File: src/rtl/steer_pkg.sv
package steer_pkg;
  typedef enum logic [1:0] {
    CLS_INT = 2'b00,
    CLS_BR  = 2'b01,
    CLS_MEM = 2'b10,
    CLS_NOP = 2'b11
  } iclass_e;

  localparam int unsigned OPC_W = 7;
  localparam int unsigned REG_W = 5;
  localparam int unsigned RD_LSB  = 7;
  localparam int unsigned RS1_LSB = 15;
  localparam int unsigned RS2_LSB = 20;
  localparam int unsigned MIN_ILEN = RS2_LSB + REG_W;

  localparam logic [OPC_W-1:0] OPC_ALU_RR = 7'b0110011;
  localparam logic [OPC_W-1:0] OPC_ALU_RI = 7'b0010011;
  localparam logic [OPC_W-1:0] OPC_BRANCH = 7'b1100011;
  localparam logic [OPC_W-1:0] OPC_LOAD   = 7'b0000011;
  localparam logic [OPC_W-1:0] OPC_STORE  = 7'b0100011;

  // older instruction produces a register result
  function automatic logic writes_rd(input logic [OPC_W-1:0] opc);
    return (opc == OPC_ALU_RR) || (opc == OPC_ALU_RI) || (opc == OPC_LOAD);
  endfunction

  // younger instruction sources its second register
  function automatic logic reads_rs2(input logic [OPC_W-1:0] opc);
    return (opc == OPC_ALU_RR) || (opc == OPC_BRANCH) || (opc == OPC_STORE);
  endfunction
endpackage

File: src/rtl/steer_classify.sv
module steer_classify
  import steer_pkg::*;
(
  input  logic [OPC_W-1:0] opc_i,
  output iclass_e          cls_o
);
  always_comb begin
    unique case (opc_i)
      OPC_ALU_RR, OPC_ALU_RI: cls_o = CLS_INT;
      OPC_BRANCH:             cls_o = CLS_BR;
      OPC_LOAD, OPC_STORE:    cls_o = CLS_MEM;
      default:                cls_o = CLS_NOP;
    endcase
  end
endmodule

File: src/rtl/steer_pair_check.sv
module steer_pair_check
  import steer_pkg::*;
(
  input  iclass_e          cls0_i,
  input  iclass_e          cls1_i,
  input  logic [OPC_W-1:0] opc0_i,
  input  logic [OPC_W-1:0] opc1_i,
  input  logic [REG_W-1:0] rd0_i,
  input  logic [REG_W-1:0] rs1_1_i,
  input  logic [REG_W-1:0] rs2_1_i,
  input  logic             valid0_i,
  input  logic             valid1_i,
  input  logic             ready_i,
  output logic             issue0_o,
  output logic             issue1_o,
  output logic [1:0]       consumed_o
);
  logic wr0, raw_hit, pipe_clash, order_stop;

  assign wr0 = writes_rd(opc0_i) && (rd0_i != '0);

  always_comb begin
    raw_hit = 1'b0;
    if (wr0) begin
      if (cls1_i != CLS_NOP && rs1_1_i == rd0_i) raw_hit = 1'b1;
      if (reads_rs2(opc1_i) && rs2_1_i == rd0_i)  raw_hit = 1'b1;
    end
  end

  // both want the single pipe that can run them
  assign pipe_clash = (cls0_i == cls1_i) && (cls0_i == CLS_BR || cls0_i == CLS_MEM);
  assign order_stop = (cls0_i == CLS_BR);

  assign issue0_o = ready_i && valid0_i;
  assign issue1_o = issue0_o && valid1_i && !raw_hit && !pipe_clash && !order_stop;
  assign consumed_o = {1'b0, issue0_o} + {1'b0, issue1_o};
endmodule

File: src/rtl/steer_route.sv
module steer_route
  import steer_pkg::*;
#(
  parameter int unsigned ILEN = 32
) (
  input  logic            clk_i,
  input  logic            rst_ni,
  input  iclass_e         cls0_i,
  input  iclass_e         cls1_i,
  input  logic            issue0_i,
  input  logic            issue1_i,
  input  logic [ILEN-1:0] inst0_i,
  input  logic [ILEN-1:0] inst1_i,
  output logic [ILEN-1:0] a_inst_o,
  output logic            a_valid_o,
  output logic [ILEN-1:0] b_inst_o,
  output logic            b_valid_o
);
  logic s0_a, s0_b, s1_a, s1_b;

  always_comb begin
    s0_a = 1'b0;
    s0_b = 1'b0;
    if (issue0_i) begin
      unique case (cls0_i)
        CLS_BR:  s0_a = 1'b1;
        CLS_MEM: s0_b = 1'b1;
        CLS_INT: begin
          if (issue1_i && cls1_i == CLS_BR) s0_b = 1'b1;
          else                              s0_a = 1'b1;
        end
        default: ;
      endcase
    end
  end

  always_comb begin
    s1_a = 1'b0;
    s1_b = 1'b0;
    if (issue1_i) begin
      unique case (cls1_i)
        CLS_BR:  s1_a = 1'b1;
        CLS_MEM: s1_b = 1'b1;
        CLS_INT: begin
          if (s0_a) s1_b = 1'b1;
          else      s1_a = 1'b1;
        end
        default: ;
      endcase
    end
  end

  always_ff @(posedge clk_i or negedge rst_ni) begin
    if (!rst_ni) begin
      a_valid_o <= 1'b0;
      b_valid_o <= 1'b0;
      a_inst_o  <= '0;
      b_inst_o  <= '0;
    end else begin
      a_valid_o <= s0_a || s1_a;
      b_valid_o <= s0_b || s1_b;
      a_inst_o  <= s1_a ? inst1_i : inst0_i;
      b_inst_o  <= s1_b ? inst1_i : inst0_i;
    end
  end
endmodule

File: src/rtl/steer_dual_issue.sv
module steer_dual_issue
  import steer_pkg::*;
#(
  parameter int unsigned ILEN = 32
) (
  input  logic            clk_i,
  input  logic            rst_ni,
  input  logic [ILEN-1:0] inst0_i,
  input  logic            inst0_valid_i,
  input  logic [ILEN-1:0] inst1_i,
  input  logic            inst1_valid_i,
  input  logic            ready_i,
  output logic [ILEN-1:0] pipe_a_inst_o,
  output logic            pipe_a_valid_o,
  output logic [ILEN-1:0] pipe_b_inst_o,
  output logic            pipe_b_valid_o,
  output logic [1:0]      consumed_o
);
  localparam int unsigned NSLOT = 2;

  logic [NSLOT-1:0][ILEN-1:0] slot_inst;
  iclass_e                    slot_cls [NSLOT];
  logic                       issue0, issue1;

  assign slot_inst[0] = inst0_i;
  assign slot_inst[1] = inst1_i;

  for (genvar s = 0; s < NSLOT; s++) begin : g_cls
    steer_classify u_cls (
      .opc_i (slot_inst[s][OPC_W-1:0]),
      .cls_o (slot_cls[s])
    );
  end

  steer_pair_check u_pair (
    .cls0_i     (slot_cls[0]),
    .cls1_i     (slot_cls[1]),
    .opc0_i     (inst0_i[OPC_W-1:0]),
    .opc1_i     (inst1_i[OPC_W-1:0]),
    .rd0_i      (inst0_i[RD_LSB +: REG_W]),
    .rs1_1_i    (inst1_i[RS1_LSB +: REG_W]),
    .rs2_1_i    (inst1_i[RS2_LSB +: REG_W]),
    .valid0_i   (inst0_valid_i),
    .valid1_i   (inst1_valid_i),
    .ready_i    (ready_i),
    .issue0_o   (issue0),
    .issue1_o   (issue1),
    .consumed_o (consumed_o)
  );

  steer_route #(.ILEN(ILEN)) u_route (
    .clk_i     (clk_i),
    .rst_ni    (rst_ni),
    .cls0_i    (slot_cls[0]),
    .cls1_i    (slot_cls[1]),
    .issue0_i  (issue0),
    .issue1_i  (issue1),
    .inst0_i   (inst0_i),
    .inst1_i   (inst1_i),
    .a_inst_o  (pipe_a_inst_o),
    .a_valid_o (pipe_a_valid_o),
    .b_inst_o  (pipe_b_inst_o),
    .b_valid_o (pipe_b_valid_o)
  );
endmodule

File: config.mk
export PLATFORM = sky130hd
export DESIGN_NAME = steer_dual_issue
export DESIGN_NICKNAME = d
export VERILOG_FILES = /design/src/rtl/steer_pkg.sv /design/src/rtl/steer_classify.sv /design/src/rtl/steer_pair_check.sv /design/src/rtl/steer_route.sv /design/src/rtl/steer_dual_issue.sv
export SDC_FILE = /design/constraint.sdc
export NUM_CORES = 1
export LEC_CHECK = 0
export ABC_CLOCK_PERIOD_IN_PS = 7600
export BUFFER_PORTS_ARGS = -buffer_cell sky130_fd_sc_hd__buf_2
export CAP_MARGIN = 10
export CORE_UTILIZATION = 50
export CTS_CLUSTER_DIAMETER = 40
export CTS_CLUSTER_SIZE = 24
export DETAILED_ROUTE_END_ITERATION = 6
export PLACE_DENSITY = 0.93
export RECOVER_POWER = 100
export SLEW_MARGIN = 30
export SYNTH_ARGS = -nofsm -noshare
export SYNTH_HDL_FRONTEND = slang
export SYNTH_SLANG_ARGS = --single-unit
File: constraint.sdc
create_clock -name clk_i -period 7.6 [get_ports clk_i]
set_clock_uncertainty 0.2 [all_clocks]
set_input_delay 1.52 -clock clk_i [delete_from_list [all_inputs] [get_ports clk_i]]
set_output_delay 1.52 -clock clk_i [all_outputs]
set_load 0.01 [all_outputs]
==> metrics.txt, run 1 <==
sequential-to-total area share from yosys stat=~55%; outcome=finished, violations left; Critical Path Sink Type=flip-flop; Core Box Area=0.00564 mm²; Root Buffer=clkbuf_8; P_leak=approximately 1.6 nW; num ports=137; Yosys warnings=0; Remaining DRCs=0; CTS tree=built; met1 WL=approximately 2800 µm; Tightest Pin Transition=3.50 ns; design area=between 0.003 and 0.004 mm²; die height=79.4 µm; syn_nets=between 200 and 300; Yosys cell types=38; failing checks=capacitance limit, slew limit; post-CTS resize count=0; final worst path period share=approximately 73%; CP max FO=33; Area Overhead vs Synth=22.2%; CP Data Required Time=approximately 7.6 ns; Vias=slightly above 2000; hold bufs inserted after CTS=0; all-layer global routing usage=between 20 and 25%; Fin Setup TNS=0 ns; most common cell after layout, fill and taps aside=clkbuf_1; most frequent cells in the layout=clkbuf_1 (71), buf_2 (68), dfrtp_1 (66); Top Metal Used=met4; DR WL/cell=16.8 µm; Post-layout nets=slightly above 400; DP Area=between 0.003 and 0.004 mm²; fmax=181 MHz; vias in the first global route=between 2000 and 2500; max_slew headroom=-133%; vias per cell=5.01; clock slew at the register clock pins of the worst setup and hold paths=roughly 0.07 ns; Slew Limit Fails=about 100; pwr dens=211 mW/mm²; # setup viols final=0; worst setup path start=inst0_i[2]; RSZ-0062 raised after global routing=false; clk sinks=66; Initial Util=between 50% and 60%; Critical Path Sink=u_route.a_inst_o[8]$_DFF_PN0_; maximum vdd drop=between 150 and 200 µV; # port buffers=~140; CTS buffer count=9; clk buf depth=2; critical path type=in -> reg; Post-synth EDFFs=0; Hold Slack=approximately 1.2 ns; metal3 WL=approximately 460 µm; row count=27; largest net degree at the start of global routing=67; Total Wirelength=a little under 7000 µm; Critical Path Start Type=primary input; Min-Delay Path Class=in -> reg; final hold viol count=0; fraction of layout cells with a size suffix above 1=roughly 28%; crit path DAT=~5.5 ns; DR iter-0 viols=73; cell taking the most area after synthesis=dfrtp_1; Post-Syn Area=~0.003 mm²; DR pass1 iterations=4; mean area per synthesized cell=between 15 and 20 µm²; H-tree depth=3; ys async rst share=between 90% and 100%; die span in x=roughly 79 µm; fin util=between 60% and 70%; # diodes=0; ys flop type=dfrtp_1; Synth Instances=about 200; post-CTS setup repair buffer count=0; Synth area leaders=dfrtp_1 (55%), mux2_4 (12%), mux2_1 (9.4%); gr ovfl total=0; GP Congestion=0.768; Synth top area share=a little under three fifths; first-pass GRT wire length=approximately 11000 µm; DIE AREA=about 0.0063 mm²; Final ANT Viol Nets=0; number of antenna violations at the first check in global routing=0; max-cap viol count=2; synthesis-stage register bit count=66; metal2 WL=around 3500 µm; Tmin final=5.53 ns
## kinds of logic (layout without fill, tap and decap cells)
kind of cell / after synthesis / after routing / synth area share, %
AOI/OAI and AO/OA: 11 / 11 / 3.26
and+or+nand+nor: 38 / 38 / 9.93
DFF: 66 / 66 / 55.1
adders and majority gates: 4 / 4 / 1.67
muxes: 54 / 54 / 23.3
buffers and inverters: 11 / 156 / 3.26
xor gates and xnor gates: 12 / 12 / 3.51
## per-layer routing
layer | global-route usage, % | vias to the layer above
li1 | - | 962
met1 | 25.7 | 1001
met2 | 41.5 | 97
met3 | 6.17 | 10
met4 | 9.64 | 0
met5 | 0 | -
## metrics by stage
| step | total power [W] | instances | worst slack [ns] |
|---|---|---|---|
| 6_report | 0.000773 | 413 | 2.07 |
| 5_1_grt | 0.000806 | 413 | 1.67 |
| 4_1_cts | 0.000794 | 413 | 2.52 |
| 3_5_place_dp | 0.000479 | 397 | 2.51 |
| 3_3_place_gp | 0.000474 | 397 | 2.61 |
| 2_1_floorplan | 0.000422 | 196 | 2.88 |
## worst min-delay path by stage
stage                                                 to  slack (ns)       start  cells past startpoint
final                      u_route.a_inst_o[0]$_DFF_PN0_        1.20  inst0_i[0]                      2
after global routing       u_route.a_inst_o[7]$_DFF_PN0_        1.19  inst1_i[7]                      2
after CTS                 u_route.b_inst_o[28]$_DFF_PN0_        1.19      rst_ni                      2
after detailed placement  u_route.b_inst_o[28]$_DFF_PN0_        1.55      rst_ni                      2
after global placement    u_route.b_inst_o[28]$_DFF_PN0_        1.54      rst_ni                      2
after floorplan            u_route.a_inst_o[0]$_DFF_PN0_        1.02      rst_ni                      0
## cells in the mapped netlist (3+ instances only)
cell type  count
inv_1          3
and2_1         5
nand2b_1       5
dfrtp_1       66
nor2b_1        4
xnor2_1       11
mux2_4        24
buf_2          4
nand2_1        3
mux2_2         5
nand3b_1       3
nor3_1         4
mux2_1        25
ha_1           4
## cell type report
| class | count | area (µm²) |
|---|---|---|
| multi-input cells | 119 | 1100 |
| flip-flops and latches | 66 | 1650 |
| fillers | 497 | 1980 |
| well taps | 72 | 90.1 |
| clock inverters | 5 | 78.8 |
| repair buffers | 137 | 599 |
| inverters | 3 | 11.3 |
| clock buffers | 11 | 131 |
## power breakdown
group	total, W	internal [W]	leakage [nW]	switching (W)
Combinational	0.0000851	0.0000366	0.751	0.0000485
Clock	0.000314	0.000184	0.107	0.000130
Sequential	0.000374	0.000369	0.774	0.00000505
Total	0.000773	0.000590	1.63	0.000183
## state kept, by name, summed over array words and instances (netlist names)
register           cells
u_route.a_inst_o      32
u_route.a_valid_o      1
u_route.b_inst_o      32
u_route.b_valid_o      1
## worst max-delay path, cell delays in order
cell and delay [ns]:
clkbuf_1 0.09, nand4bb_1 0.24, nor2_1 0.35, inv_1 0.09, ha_1 0.21, o21ai_0 0.31, nand2_1 0.11, o21ai_0 0.21
nand4b_1 1.47, mux2_1 0.91
Power figures use the tool's default switching activity.
==> run 2: changes to the inputs <==
--- a/config.mk
+++ b/config.mk
@@ -5,14 +5,15 @@
 export SDC_FILE = /design/constraint.sdc
 export NUM_CORES = 1
 export LEC_CHECK = 0
-export ABC_CLOCK_PERIOD_IN_PS = 7600
+export ABC_AREA = 1
+export ABC_CLOCK_PERIOD_IN_PS = 5500
 export BUFFER_PORTS_ARGS = -buffer_cell sky130_fd_sc_hd__buf_2
 export CAP_MARGIN = 10
-export CORE_UTILIZATION = 50
+export CORE_UTILIZATION = 48
 export CTS_CLUSTER_DIAMETER = 40
 export CTS_CLUSTER_SIZE = 24
 export DETAILED_ROUTE_END_ITERATION = 6
-export PLACE_DENSITY = 0.93
+export PLACE_DENSITY = 0.89
 export RECOVER_POWER = 100
 export SLEW_MARGIN = 30
 export SYNTH_ARGS = -nofsm -noshare
==> constraint.sdc (replaced) <==
create_clock -name clk_i -period 5.5 [get_ports clk_i]
set_clock_uncertainty 0.2 [all_clocks]
set_input_delay 1.1 -clock clk_i [delete_from_list [all_inputs] [get_ports clk_i]]
set_output_delay 1.1 -clock clk_i [all_outputs]
set_load 0.01 [all_outputs]
==> metrics.txt, run 2 <==
Comb pwr share=13.1% (+2.1 points); ys async rst share=100% (unchanged); worst setup path start=inst1_i[4]; P_leak=2.09 nW (+28%); sequential share of power=51.4% (+3.0 points); Psw=0.000268 W (+46%); Total Wirelength=8530 µm (+23%); sequential-to-total area share from yosys stat=51.9% (-3.2 points); Core Box Area=0.00639 mm² (+13%); DIE AREA=0.00696 mm² (+10%); max_slew headroom=18.6% (+150 points); fmax=roughly 230 MHz; Yosys cell types=24 (-37%); pwr dens=258 mW/mm² (+23%); Post-synth EDFFs=0 (unchanged); # setup viols final=0 (unchanged); CTS buffer count=9 (unchanged); post-route insts no fill=593 (+44%); # port buffers=136 (unchanged); final worst path period share=approximately four fifths; cell taking the most area after synthesis=dfrtp_1; Post-Syn Area=0.00318 mm² (+6.2%); most instantiated library cell after synthesis=nand2_1; outcome=finished, final reports clean; syn_nets=453 (+68%); GP Congestion=0.874 (+14%); Fin Setup TNS=0 ns (unchanged); Tmin final=between 4 and 5 ns; RSZ-0062 raised after global routing=false; clock slew at the register clock pins of the worst setup and hold paths=0.07 ns (about the same); post-CTS resize count=0 (unchanged); Min-Delay Path Class=in -> async; Synth Instances=380 (+94%); final hold viol count=0 (unchanged); Slew Limit Fails=0 (-100%); Final ANT Viol Nets=0 (unchanged); number of antenna violations at the first check in global routing=0 (unchanged); synthesis-stage register bit count=66 (unchanged); largest net degree at the start of global routing=67 (unchanged); gr ovfl total=0 (unchanged); CTS tree=built; Tightest Pin Transition=1.22 ns (-2.29 ns); Sw Share=26.6% (+2.9 points); commonest cells in the netlist=nand2_1 (164), dfrtp_1 (66), inv_1 (28); first-pass GRT wire length=13900 µm (+30%); most common cell after layout, fill and taps aside=nand2_1; clk buf depth=2 (unchanged); die span in x=83.5 µm (+5.1%); Yosys warnings=0 (unchanged); CP max FO=31 (-6.1%); max-cap viol count=0 (-2); mean area per synthesized cell=8.38 µm² (-45%); DR iter-0 viols=163 (+120%); H-tree depth=3 (unchanged); all-layer global routing usage=25.3% (+2.1 points); num ports=137 (unchanged); fin util=61.0% (-3.9 points); Internal=0.000739 W (+25%); Remaining DRCs=0 (unchanged); GRT busiest layer=met2; vias in the first global route=2982 (+36%); Post-layout nets=585 (+43%); grt met3 use=4.55% (-1.6 points); Inst Count DP=578 (+46%); Initial Util=49.9% (-3.3 points); DR WL/cell=14.4 µm (-14%); clk sinks=66 (unchanged); biggest regs=u_route.a_inst_o: 32 flops, u_route.b_inst_o: 32 flops; fraction of layout cells with a size suffix above 1=18.4% (-9.2 points); met2 usage=43.0% (+1.5 points); CP Data Required Time=4.20 ns (-3.40 ns); DR pass1 iterations=5 (+1); Vias=3109 (+50%); ys flop type=dfrtp_1; Area Overhead vs Synth=22.4%; GR Util met1=32.5% (+6.8 points); critical path type=in -> out; # diodes=0 (unchanged); final total power=0.00101 W (+30%); maximum vdd drop=167 µV (+1.4%); vias per cell=5.24 (+4.6%); Synth area leaders=dfrtp_1 (52%), nand2_1 (19%), o2111ai_1 (7.2%); die height=83.5 µm (+5.1%); Critical Path Sink Type=output port; Critical Path Start Type=primary input; Root Buffer=clkbuf_8; post-CTS setup repair buffer count=0 (unchanged); hold bufs inserted after CTS=0 (unchanged); Clk pwr share=35.6% (-5.0 points); hpwl dp=between 5000 and 6000 µm; crit path DAT=3.09 ns (-2.43 ns); Synth top area share=51.9% (-3.2 points); most frequent cells in the layout=nand2_1 (165), clkbuf_1 (71), buf_2 (67); row count=29 (+7.4%)
-- run 2: layout make-up --
| type | count | area, µm² |
|---|---|---|
| fillers | 591 | 2490 |
| flip-flops and latches | 66 | 1650 |
| multi-input cells | 258 | 1210 |
| repair buffers | 142 | 633 |
| clock buffers | 12 | 155 |
| inverters | 35 | 131 |
| well taps | 77 | 96.3 |
| clock inverters | 3 | 15.0 |
-- run 2: worst paths after layout --
check                      cells after the start                        endpoint  slack [ns]
worst min-delay path                           2  u_route.a_inst_o[15]$_DFF_PN0_        0.73
worst max-delay path                          11                   consumed_o[0]        1.11
max in group asynchronous                      2  u_route.a_inst_o[31]$_DFF_PN0_        3.82
min in group clk_i                             3  u_route.b_inst_o[18]$_DFF_PN0_        0.78
-- run 2: per-stage QoR --
step	hold slack [ns]	area [µm²]	setup slack, ns
3_5_place_dp	1.11	3870	1.48
3_3_place_gp	1.11	3870	1.54
6_report	0.732	3900	1.11
4_1_cts	0.763	4040	1.48
2_1_floorplan	0.604	3180	1.61
5_1_grt	0.777	3900	0.828
-- run 2: layer usage --
metal,up-vias,wire length (µm),share of wire (%)
li1,1483,-,-
met1,1456,3490,41
met2,154,4260,50
met3,16,648,7.6
met4,0,134,1.6
met5,-,0,0
-- run 2: cells by family after synthesis --
| group | count (synthesis) | share of synthesized area [%] |
|---|---|---|
| simple gates | 203 | 25.5 |
| fa+ha+maj | 4 | 1.57 |
| flops | 66 | 51.9 |
| buf+inv | 56 | 8.29 |
| compound gates | 51 | 12.7 |
-- run 2: worst max-delay path, stage by stage --
cell      delay [ns]
clkbuf_1        0.11
inv_1           0.69
a21oi_1         0.20
nor2_1          0.14
nand2_1         0.08
nand2_1         0.06
nand2_1         0.05
nor2_1          0.16
nor2_4          0.06
ha_1            0.27
clkbuf_1        0.14
-- run 2: power by group through the flow --
stage               Clock (W)  Sequential (W)  Combinational [W]
floorplan                   0        0.000539          0.0000505
global placement            0        0.000525           0.000139
detailed placement          0        0.000525           0.000143
CTS                  0.000363        0.000516           0.000144
global route         0.000388        0.000519           0.000148
finish               0.000358        0.000517           0.000132
==> run 3: changes to the inputs <==
--- a/config.mk
+++ b/config.mk
@@ -6,14 +6,14 @@
 export NUM_CORES = 1
 export LEC_CHECK = 0
 export ABC_AREA = 1
-export ABC_CLOCK_PERIOD_IN_PS = 5500
+export ABC_CLOCK_PERIOD_IN_PS = 4000
 export BUFFER_PORTS_ARGS = -buffer_cell sky130_fd_sc_hd__buf_2
 export CAP_MARGIN = 10
-export CORE_UTILIZATION = 48
+export CORE_UTILIZATION = 43
 export CTS_CLUSTER_DIAMETER = 40
 export CTS_CLUSTER_SIZE = 24
 export DETAILED_ROUTE_END_ITERATION = 6
-export PLACE_DENSITY = 0.89
+export PLACE_DENSITY = 0.84
 export RECOVER_POWER = 100
 export SLEW_MARGIN = 30
 export SYNTH_ARGS = -nofsm -noshare
==> constraint.sdc (replaced) <==
create_clock -name clk_i -period 4 [get_ports clk_i]
set_clock_uncertainty 0.2 [all_clocks]
set_input_delay 0.8 -clock clk_i [delete_from_list [all_inputs] [get_ports clk_i]]
set_output_delay 0.8 -clock clk_i [all_outputs]
set_load 0.01 [all_outputs]
==> metrics.txt, run 3 (synthesis gave the netlist of run 2 again) <==
final hold viol count=0 (unchanged); Core Box Area=0.00721 mm² (+13%); all-layer global routing usage=23.1% (-2.2 points); outcome=finished, final reports clean; # setup viols final=0 (unchanged); Final ANT Viol Nets=0 (unchanged); post-CTS resize count=0 (unchanged); Largest stage delay, worst path=0.28 ns (-0.41 ns); critical path type=in -> out; fraction of layout cells with a size suffix above 1=19.0% (+0.63 points); Critical Path Start Type=primary input; Area Overhead vs Synth=23.7%; Fillers=741 (+25%); CP Data Required Time=3.00 ns (-1.20 ns); clk buf depth=2 (unchanged); hold bufs inserted after CTS=0 (unchanged); post-CTS setup repair buffer count=0 (unchanged); Critical Path Sink Type=output port; most common cell after layout, fill and taps aside=nand2_1; CP max FO=4 (-87%); first-pass GRT wire length=13400 µm (-3.3%); Remaining DRCs=0 (unchanged); hold-critical path depth=3; Post-layout nets=588 (+0.51%); clk sinks=66 (unchanged); Hold Slack=0.469 ns (-0.263 ns); clock slew at the register clock pins of the worst setup and hold paths=0.08 ns (about the same); final total power=0.00139 W (+38%); worst setup margin=0.459 ns (-0.653 ns); P_leak=2.11 nW (+0.69%); Fin Setup TNS=0 ns (unchanged); CP Cell Sequence=buf_2 > inv_1 > nand2_1 > nor2_1 > nand2_1 > nor2_1 > ha_1 > inv_1 > nand3_1 > inv_1 > nand2_1 > nor2_1 > ha_1 > clkbuf_1; Tmin final=3.54 ns; Worst path slowest cell=ha_1; H-tree depth=3 (unchanged); gr ovfl total=0 (unchanged); max-cap viol count=0 (unchanged); most frequent cells in the layout=nand2_1 (165), clkbuf_1 (72), buf_2 (67); Total Wirelength=8920 µm (+4.6%); worst setup path start=inst0_i[3]; biggest regs=u_route.a_inst_o: 32 flops, u_route.b_inst_o: 32 flops; pwr dens=354 mW/mm² (+37%); Root Buffer=clkbuf_8; crit path DAT=2.54 ns (-0.55 ns); DR iter-0 viols=135 (-17%); RSZ-0062 raised after global routing=false; Vias=3078 (-1.0%); DIE AREA=0.00775 mm² (+11%); num ports=137 (unchanged); CTS tree=built; vias per cell=4.97 (-5.2%); final worst path period share=between 80 and 90%; vias in the first global route=2855 (-4.3%); number of antenna violations at the first check in global routing=0 (unchanged); max_slew headroom=2.32% (-16 points); die span in x=88.1 µm (+5.5%); DR WL/cell=14.4 µm (+0.18%); GP Congestion=0.872 (-0.23%); # port buffers=136 (unchanged); min-delay src=inst0_i[12]; DR pass1 iterations=4 (-1); fmax=approximately 280 MHz; Tightest Pin Transition=1.47 ns (+0.250 ns); Slew Limit Fails=0 (unchanged); maximum vdd drop=172 µV (+2.8%); die height=88.1 µm (+5.5%); hpwl dp=6270 µm (+4.8%); largest net degree at the start of global routing=41 (-39%); Initial Util=44.1% (-5.7 points); # diodes=0 (unchanged); Min-Delay Path Class=in -> reg; DP Worst Slack=0.572 ns (-0.907 ns); CTS buffer count=9 (unchanged); fin util=54.6% (-6.4 points); row count=31 (+6.9%)
run 3: cell count changes in the layout (fill, tap and decap cells not counted), sizes merged:
| cell | delta |
|---|---|
| clkbuf | +2 |
| clkinv | -1 |
| clkinvlp | +2 |
| inv | +1 |
run 3: where the power goes:
group / switching (W) / internal, W / total (W)
logic: 0.000120 / 0.0000635 / 0.000184
clock network: 0.000261 / 0.000239 / 0.000500
registers: 0.00000929 / 0.000700 / 0.000710
total: 0.000391 / 0.00100 / 0.00139
run 3: final timing paths:
kind,slack [ns],end
min in group asynchronous,0.60,u_route.b_inst_o[19]$_DFF_PN0_
setup / recovery,0.46,consumed_o[0]
max in group asynchronous,1.35,u_route.b_inst_o[27]$_DFF_PN0_
hold / removal,0.47,u_route.b_inst_o[12]$_DFF_PN0_
run 3: final cells by class:
type                    instances  area, µm²  share of cell area (%)
repair buffers                145        647                    16.4
clock inverters                 5       30.0                   0.762
clock buffers                  11        141                    3.59
multi-input cells             258       1210                    30.8
inverters                      35        131                    3.33
well taps                      99        124                    3.14
flip-flops and latches         66       1650                    41.9
run 3: per-layer routing:
| layer | vias to the layer above | routed length (µm) | track usage (%) |
|---|---|---|---|
| met4 | 0 | 192 | 10.9 |
| met2 | 131 | 4370 | 39.6 |
| met5 | - | 0 | 0 |
| li1 | 1488 | - | - |
| met3 | 15 | 558 | 4.05 |
| met1 | 1444 | 3800 | 28.3 |
run 3: through the flow:
stage               cell area (µm²)  std cells
floorplan                      3180        380
global placement               3920        603
detailed placement             3920        603
CTS                            4100        619
global route                   3940        619
finish                         3940        619
run 3: worst max-delay path, delay by kind of cell:
family	cells	cell delay (ns)
AND/OR/NAND/NOR	7	0.82
adder cells (fa/ha/maj)	2	0.50
buffers and inverters	5	0.42
